**src/rtl/tfs_pkg.sv**
```systemverilog
package tfs_pkg;

    typedef enum logic [2:0] {
        TS_RUN     = 3'd0,
        TS_IDLE    = 3'd1,
        TS_UNBLOCK = 3'd2,
        TS_BLOCKED = 3'd3,
        TS_SQUASH  = 3'd4
    } thr_state_e;

    typedef enum logic {
        POL_SINGLE = 1'b0,
        POL_ROUND  = 1'b1
    } fetch_pol_e;

    typedef enum logic [1:0] {
        SEL_NONE,
        SEL_ONLY,
        SEL_FIXED,
        SEL_ROUND
    } sel_mode_e;

endpackage

```
**src/rtl/tfs_eligible.sv**
```systemverilog
module tfs_eligible #(
    parameter int N = 4
) (
    input  logic [3*N-1:0] status,
    output logic [N-1:0]   elig
);
    import tfs_pkg::*;

    for (genvar t = 0; t < N; t++) begin : g_thr
        always_comb begin
            case (status[3*t +: 3])
                TS_RUN, TS_IDLE, TS_UNBLOCK: elig[t] = 1'b1;
                default:                     elig[t] = 1'b0;
            endcase
        end
    end

endmodule

```
**src/rtl/tfs_rr_scan.sv**
```systemverilog
module tfs_rr_scan #(
    parameter int N    = 4,
    parameter int TIDW = 2
) (
    input  logic [N*TIDW-1:0] list_flat,
    input  logic [N-1:0]      elig,
    output logic              hit,
    output logic [TIDW-1:0]   pos,
    output logic [TIDW-1:0]   id
);
    // Walk tail to head so the head-most eligible entry wins last.
    always_comb begin
        hit = 1'b0;
        pos = '0;
        id  = '0;
        for (int p = N - 1; p >= 0; p--) begin
            if (elig[list_flat[p*TIDW +: TIDW]]) begin
                hit = 1'b1;
                pos = TIDW'(p);
                id  = list_flat[p*TIDW +: TIDW];
            end
        end
    end

endmodule

```
**src/rtl/tfs_prio_list.sv**
```systemverilog
module tfs_prio_list #(
    parameter int N    = 4,
    parameter int TIDW = 2
) (
    input  logic              clk,
    input  logic              rst_n,
    input  logic              rotate,
    input  logic [TIDW-1:0]   win_pos,
    output logic [N*TIDW-1:0] list_flat
);
    logic [TIDW-1:0] ent [N];
    logic [TIDW-1:0] win_id;

    assign win_id = ent[win_pos];

    always_ff @(posedge clk) begin
        if (!rst_n) begin
            for (int p = 0; p < N; p++) ent[p] <= TIDW'(p);
        end else if (rotate) begin
            for (int p = 0; p < N; p++) begin
                if (p == N - 1)
                    ent[p] <= win_id;
                else if (TIDW'(p) >= win_pos)
                    ent[p] <= ent[p + 1];
            end
        end
    end

    for (genvar p = 0; p < N; p++) begin : g_flat
        assign list_flat[p*TIDW +: TIDW] = ent[p];
    end

    AST_LIST_HOLD: assert property (@(posedge clk) disable iff (!rst_n)
        !rotate |=> $stable(list_flat));
    AST_TAIL_WINNER: assert property (@(posedge clk) disable iff (!rst_n)
        rotate |=> list_flat[(N-1)*TIDW +: TIDW] == $past(win_id));

endmodule

```
**src/rtl/thread_fetch_sel.sv**
```systemverilog
module thread_fetch_sel #(
    parameter int N    = 4,
    parameter int TIDW = (N > 1) ? $clog2(N) : 1
) (
    input  logic              clk,
    input  logic              rst_n,
    input  logic [3*N-1:0]    thr_status,
    input  logic [N-1:0]      active_mask,
    input  logic              policy,
    input  logic [TIDW-1:0]   fixed_tid,
    input  logic              accept,
    output logic              grant_valid,
    output logic [TIDW-1:0]   grant_tid
);
    import tfs_pkg::*;

    localparam int CNTW = $clog2(N + 1);

    logic [N-1:0]      elig;
    logic [N*TIDW-1:0] list_flat;
    logic              rr_hit;
    logic [TIDW-1:0]   rr_pos;
    logic [TIDW-1:0]   rr_id;
    logic [TIDW-1:0]   only_tid;
    logic [CNTW-1:0]   act_cnt;
    logic              rotate;
    sel_mode_e         mode;
    fetch_pol_e        pol;

    assign pol     = fetch_pol_e'(policy);
    assign act_cnt = CNTW'($countones(active_mask));

    tfs_eligible #(.N(N)) u_elig (
        .status (thr_status),
        .elig   (elig)
    );

    tfs_rr_scan #(.N(N), .TIDW(TIDW)) u_scan (
        .list_flat (list_flat),
        .elig      (elig),
        .hit       (rr_hit),
        .pos       (rr_pos),
        .id        (rr_id)
    );

    tfs_prio_list #(.N(N), .TIDW(TIDW)) u_list (
        .clk       (clk),
        .rst_n     (rst_n),
        .rotate    (rotate),
        .win_pos   (rr_pos),
        .list_flat (list_flat)
    );

    // Mode decode
    always_comb begin
        if (act_cnt == '0)
            mode = SEL_NONE;
        else if (act_cnt == CNTW'(1))
            mode = SEL_ONLY;
        else if (pol == POL_SINGLE)
            mode = SEL_FIXED;
        else
            mode = SEL_ROUND;
    end

    always_comb begin
        only_tid = '0;
        for (int t = 0; t < N; t++) begin
            if (active_mask[t]) only_tid = TIDW'(t);
        end
    end

    // Outputs per mode
    always_comb begin
        grant_valid = 1'b0;
        grant_tid   = '0;
        rotate      = 1'b0;
        unique case (mode)
            SEL_NONE: begin
                grant_valid = 1'b0;
            end
            SEL_ONLY: begin
                grant_valid = elig[only_tid];
                grant_tid   = only_tid;
            end
            SEL_FIXED: begin
                grant_valid = 1'b1;
                grant_tid   = fixed_tid;
            end
            SEL_ROUND: begin
                grant_valid = rr_hit;
                grant_tid   = rr_id;
                rotate      = rr_hit & accept;
            end
            default: begin
                grant_valid = 1'b0;
            end
        endcase
    end

    AST_ZERO_IDLE: assert property (@(posedge clk) disable iff (!rst_n)
        (active_mask == '0) |-> !grant_valid);
    AST_FIXED_PASS: assert property (@(posedge clk) disable iff (!rst_n)
        (!policy && $countones(active_mask) > 1) |-> (grant_valid && grant_tid == fixed_tid));
    AST_ROUND_ELIG: assert property (@(posedge clk) disable iff (!rst_n)
        (policy && $countones(active_mask) > 1 && grant_valid) |-> elig[grant_tid]);
    AST_NO_ELIG_IDLE: assert property (@(posedge clk) disable iff (!rst_n)
        (policy && $countones(active_mask) > 1 && elig == '0) |-> !grant_valid);

endmodule

```
**config.mk**
```make
export PLATFORM = sky130hd
export DESIGN_NAME = thread_fetch_sel
export DESIGN_NICKNAME = d
export VERILOG_FILES = /design/src/rtl/tfs_pkg.sv /design/src/rtl/tfs_eligible.sv /design/src/rtl/tfs_rr_scan.sv /design/src/rtl/tfs_prio_list.sv /design/src/rtl/thread_fetch_sel.sv
export SDC_FILE = /design/constraint.sdc
export NUM_CORES = 1
export LEC_CHECK = 0
export ABC_AREA = 1
export CORE_MARGIN = 1.5
export CORE_UTILIZATION = 55
export DETAILED_ROUTE_END_ITERATION = 16
export DONT_BUFFER_PORTS = 1
export PLACE_DENSITY = 0.73
export SYNTH_ARGS = -nofsm -noshare
export SYNTH_HDL_FRONTEND = slang
export SYNTH_SLANG_ARGS = --single-unit
```
**constraint.sdc**
```tcl
create_clock -name clk -period 2.4 [get_ports clk]
set_clock_uncertainty 0.05 [all_clocks]
set_input_delay 0.36 -clock clk [delete_from_list [all_inputs] [get_ports clk]]
set_output_delay 0.36 -clock clk [all_outputs]
set_load 0.01 [all_outputs]
```
==> flow_summary.json <==
{
  "status": "completed",
  "antenna_found_initial": 0,
  "portBuffers": 0,
  "wl_met1_mm": 1.01,
  "placed_area_um2": 1160,
  "cts_max_level": 1,
  "grt.total_usage_pct": 25.2,
  "area.growth.synth_to_final_pct": 11.2,
  "die_h_um": 47.2,
  "vdd_ir_drop_max_mv": 0.267,
  "io_pins": 25,
  "finalSetupViolCount": 0,
  "crit_type": "in -> out",
  "drt_first_pass_iters": 5,
  "drive_gt1_share_pct": 37.4,
  "design_area_um2": 1190,
  "period_needed_ns": 2.39,
  "critPathMaxStageDelay_ns": 0.52,
  "clk_path_buf_depth": 2,
  "routed_via_density": 5.71,
  "synth_cell_types": 26,
  "grt_pass1_vias": 985,
  "cp.required_ns": 1.99,
  "yosysSeqAreaShare_pct": 22.4,
  "largestRegisters": "u_list.ent (8)",
  "final_min_period_over_clock_period_pct": 99.5,
  "wl_met2_mm": 1.17,
  "drv_cap": 0,
  "vias": 1028,
  "drtIter0Drc": 51,
  "fp-row-count": 15,
  "p_per_area_nw_per_um2": 481,
  "report.final.slew_viol_count": 0,
  "synth_area_per_cell_um2": 7.25,
  "fmax_mhz": 419,
  "register_area_um2": 240,
  "worst_pin_slew_ns": 0.250,
  "syn_area_um2": 1070,
  "die_w_um": 47.2,
  "cp-end-kind": "output port",
  "gp_congestion": 0.971,
  "start_kind": "input port",
  "clock_latency_ns": 0.25,
  "cp_max_fo": 5,
  "largest_reg_flops": 8,
  "wl_per_cell_um": 13.1,
  "leakage_uw": 0.000576,
  "ant_nets": 0,
  "finalNetCount": 182,
  "coreArea_um2": 1780,
  "cts_buffers": 3,
  "clock_sinks": 8,
  "final_common_cell": "nand2_1",
  "synth_seq_cells": 8,
  "wl_mm": 2.35,
  "syn_nets": 173,
  "grt_first_pass_wirelength_mm": 4.01,
  "whs_ns": 0.254,
  "internal_power_uw": 332,
  "die_area_um2": 2230,
  "clkTransAtPathRegs_ns": 0.05,
  "dpl.hpwl_mm": 2.02,
  "maxSlewHeadroom_pct": 83.3,
  "fillCellCount": 166,
  "cts_tree": "yes",
  "arrival_ns": 1.98,
  "drc": 0,
  "clkPwrFrac_pct": 17.3,
  "power_frac_seq_pct": 30.4,
  "worstPathCellList": "inv_8 > fa_1 > inv_1 > ha_2 > ha_4 > inv_2 > nand3_2 > nand2_2 > nor2_4 > o211ai_1 > o21ai_2",
  "rsz0062_at_grt": "yes",
  "p_comb_share_pct": 52.3,
  "mostFrequentLayoutCells": "27 x nand2_1, 23 x nand3_1, 15 x inv_1, 12 x inv_2, 11 x nand2_2",
  "n_antenna_cell": 0,
  "start_util_pct": 60.2,
  "p_sw_uw": 242,
  "crit_path_top_delay_cell": "fa_1",
  "grt_start_max_net_pins": 7,
  "yosys_warnings": 0,
  "hp-class": "in -> reg",
  "overflow": 0,
  "routed.top_layer": "met4",
  "swShare_pct": 42.1,
  "cts-root-buf": "clkbuf_4",
  "finalHoldViolations": 0,
  "multi_input_area_um2": 739,
  "syn_inst": 148,
  "regMostFlops": "u_list.ent",
  "wl_met3_um": 151
}
-- worst max-delay path: cells and delay by family --
kind	cells	cell delay [ns]
AO/OA/AOI/OAI	2	0.31
AND/OR/NAND/NOR	3	0.26
buffers and inverters	3	0.08
adder cells (fa/ha/maj)	3	0.97
-- per-stage QoR --
stage | utilization, % | power (µW) | cells | setup slack [ns] | setup TNS, ns
after global routing | 66.9 | 617 | 180 | -0.102 | -0.176
final | 66.9 | 574 | 180 | 0.0126 | 0
after CTS | 66.9 | 576 | 180 | 0.0165 | 0
after global placement | 64.8 | 462 | 175 | -0.0636 | -0.360
after floorplan | - | 418 | 148 | -0.0548 | -0.0701
after detailed placement | 64.8 | 469 | 175 | -0.0961 | -0.658
-- area by class of cell --
| type | instances | share of cell area (%) |
|---|---|---|
| multi-input cells | 110 | 61.9 |
| inverters | 30 | 10.9 |
| flip-flops and latches | 8 | 20.1 |
| repair buffers | 4 | 2.52 |
| clock buffers | 3 | 1.89 |
| well taps | 25 | 2.62 |
-- metal layers --
metal | global-route usage (%) | up-vias
li1 | - | 502
met1 | 33.6 | 477
met2 | 42.5 | 44
met3 | 2.69 | 5
met4 | 8.33 | 0
met5 | 0 | -
-- power by group through the flow --
| stage | clock network, µW | registers [µW] | logic (µW) |
|---|---|---|---|
| finish | 99.3 | 174 | 300 |
| global route | 110 | 175 | 332 |
| CTS | 101 | 174 | 301 |
| detailed placement | 0 | 177 | 292 |
| global placement | 0 | 177 | 285 |
| floorplan | 0 | 174 | 244 |
-- synthesized netlist by cell type --
master / count / area [µm²]
a21oi_1: 4 / 20.0
a22oi_1: 1 / 7.51
a31oi_1: 1 / 6.26
edfxtp_1: 8 / 240
fa_1: 1 / 20.0
ha_1: 2 / 25.0
inv_1: 18 / 67.6
inv_2: 10 / 37.5
inv_4: 1 / 6.26
inv_8: 1 / 11.3
nand2_1: 29 / 109
nand2_2: 9 / 56.3
nand2_4: 4 / 45.0
nand3_1: 24 / 120
nand3_2: 7 / 70.1
nand3_4: 1 / 17.5
nand4_4: 1 / 21.3
nor2_1: 9 / 33.8
nor2_2: 1 / 6.26
nor2_4: 1 / 11.3
nor2_8: 3 / 60.1
nor3_1: 2 / 10.0
nor3_4: 1 / 16.3
o211ai_1: 1 / 7.51
o21ai_0: 6 / 30.0
o21ai_2: 2 / 17.5
-- final timing paths --
check	endpoint	depth (start not counted)	start	slack (ns)
setup / recovery	grant_tid[1]	11	active_mask[3]	0.01
hold / removal	u_list.ent[0][1]	1	rst_n	0.25
setup reg to reg	u_list.ent[3][1]	9	u_list.ent[2][0]	0.58
hold reg to reg	u_list.ent[3][1]	2	u_list.ent[2][1]	0.59
-- cells by family after synthesis --
family | synth area share [%]
simple gates | 53.7
buf+inv | 11.4
compound gates | 8.28
flops | 22.4
fa+ha+maj | 4.20
-- timing repair --
action                     4_1_cts  5_1_grt
hold buffers                     0        0
setup endpoints to repair        2        3
pin swaps                        1        0
buffers inserted                 2        0
resized for setup                0        0
Power figures use the tool's default switching activity.
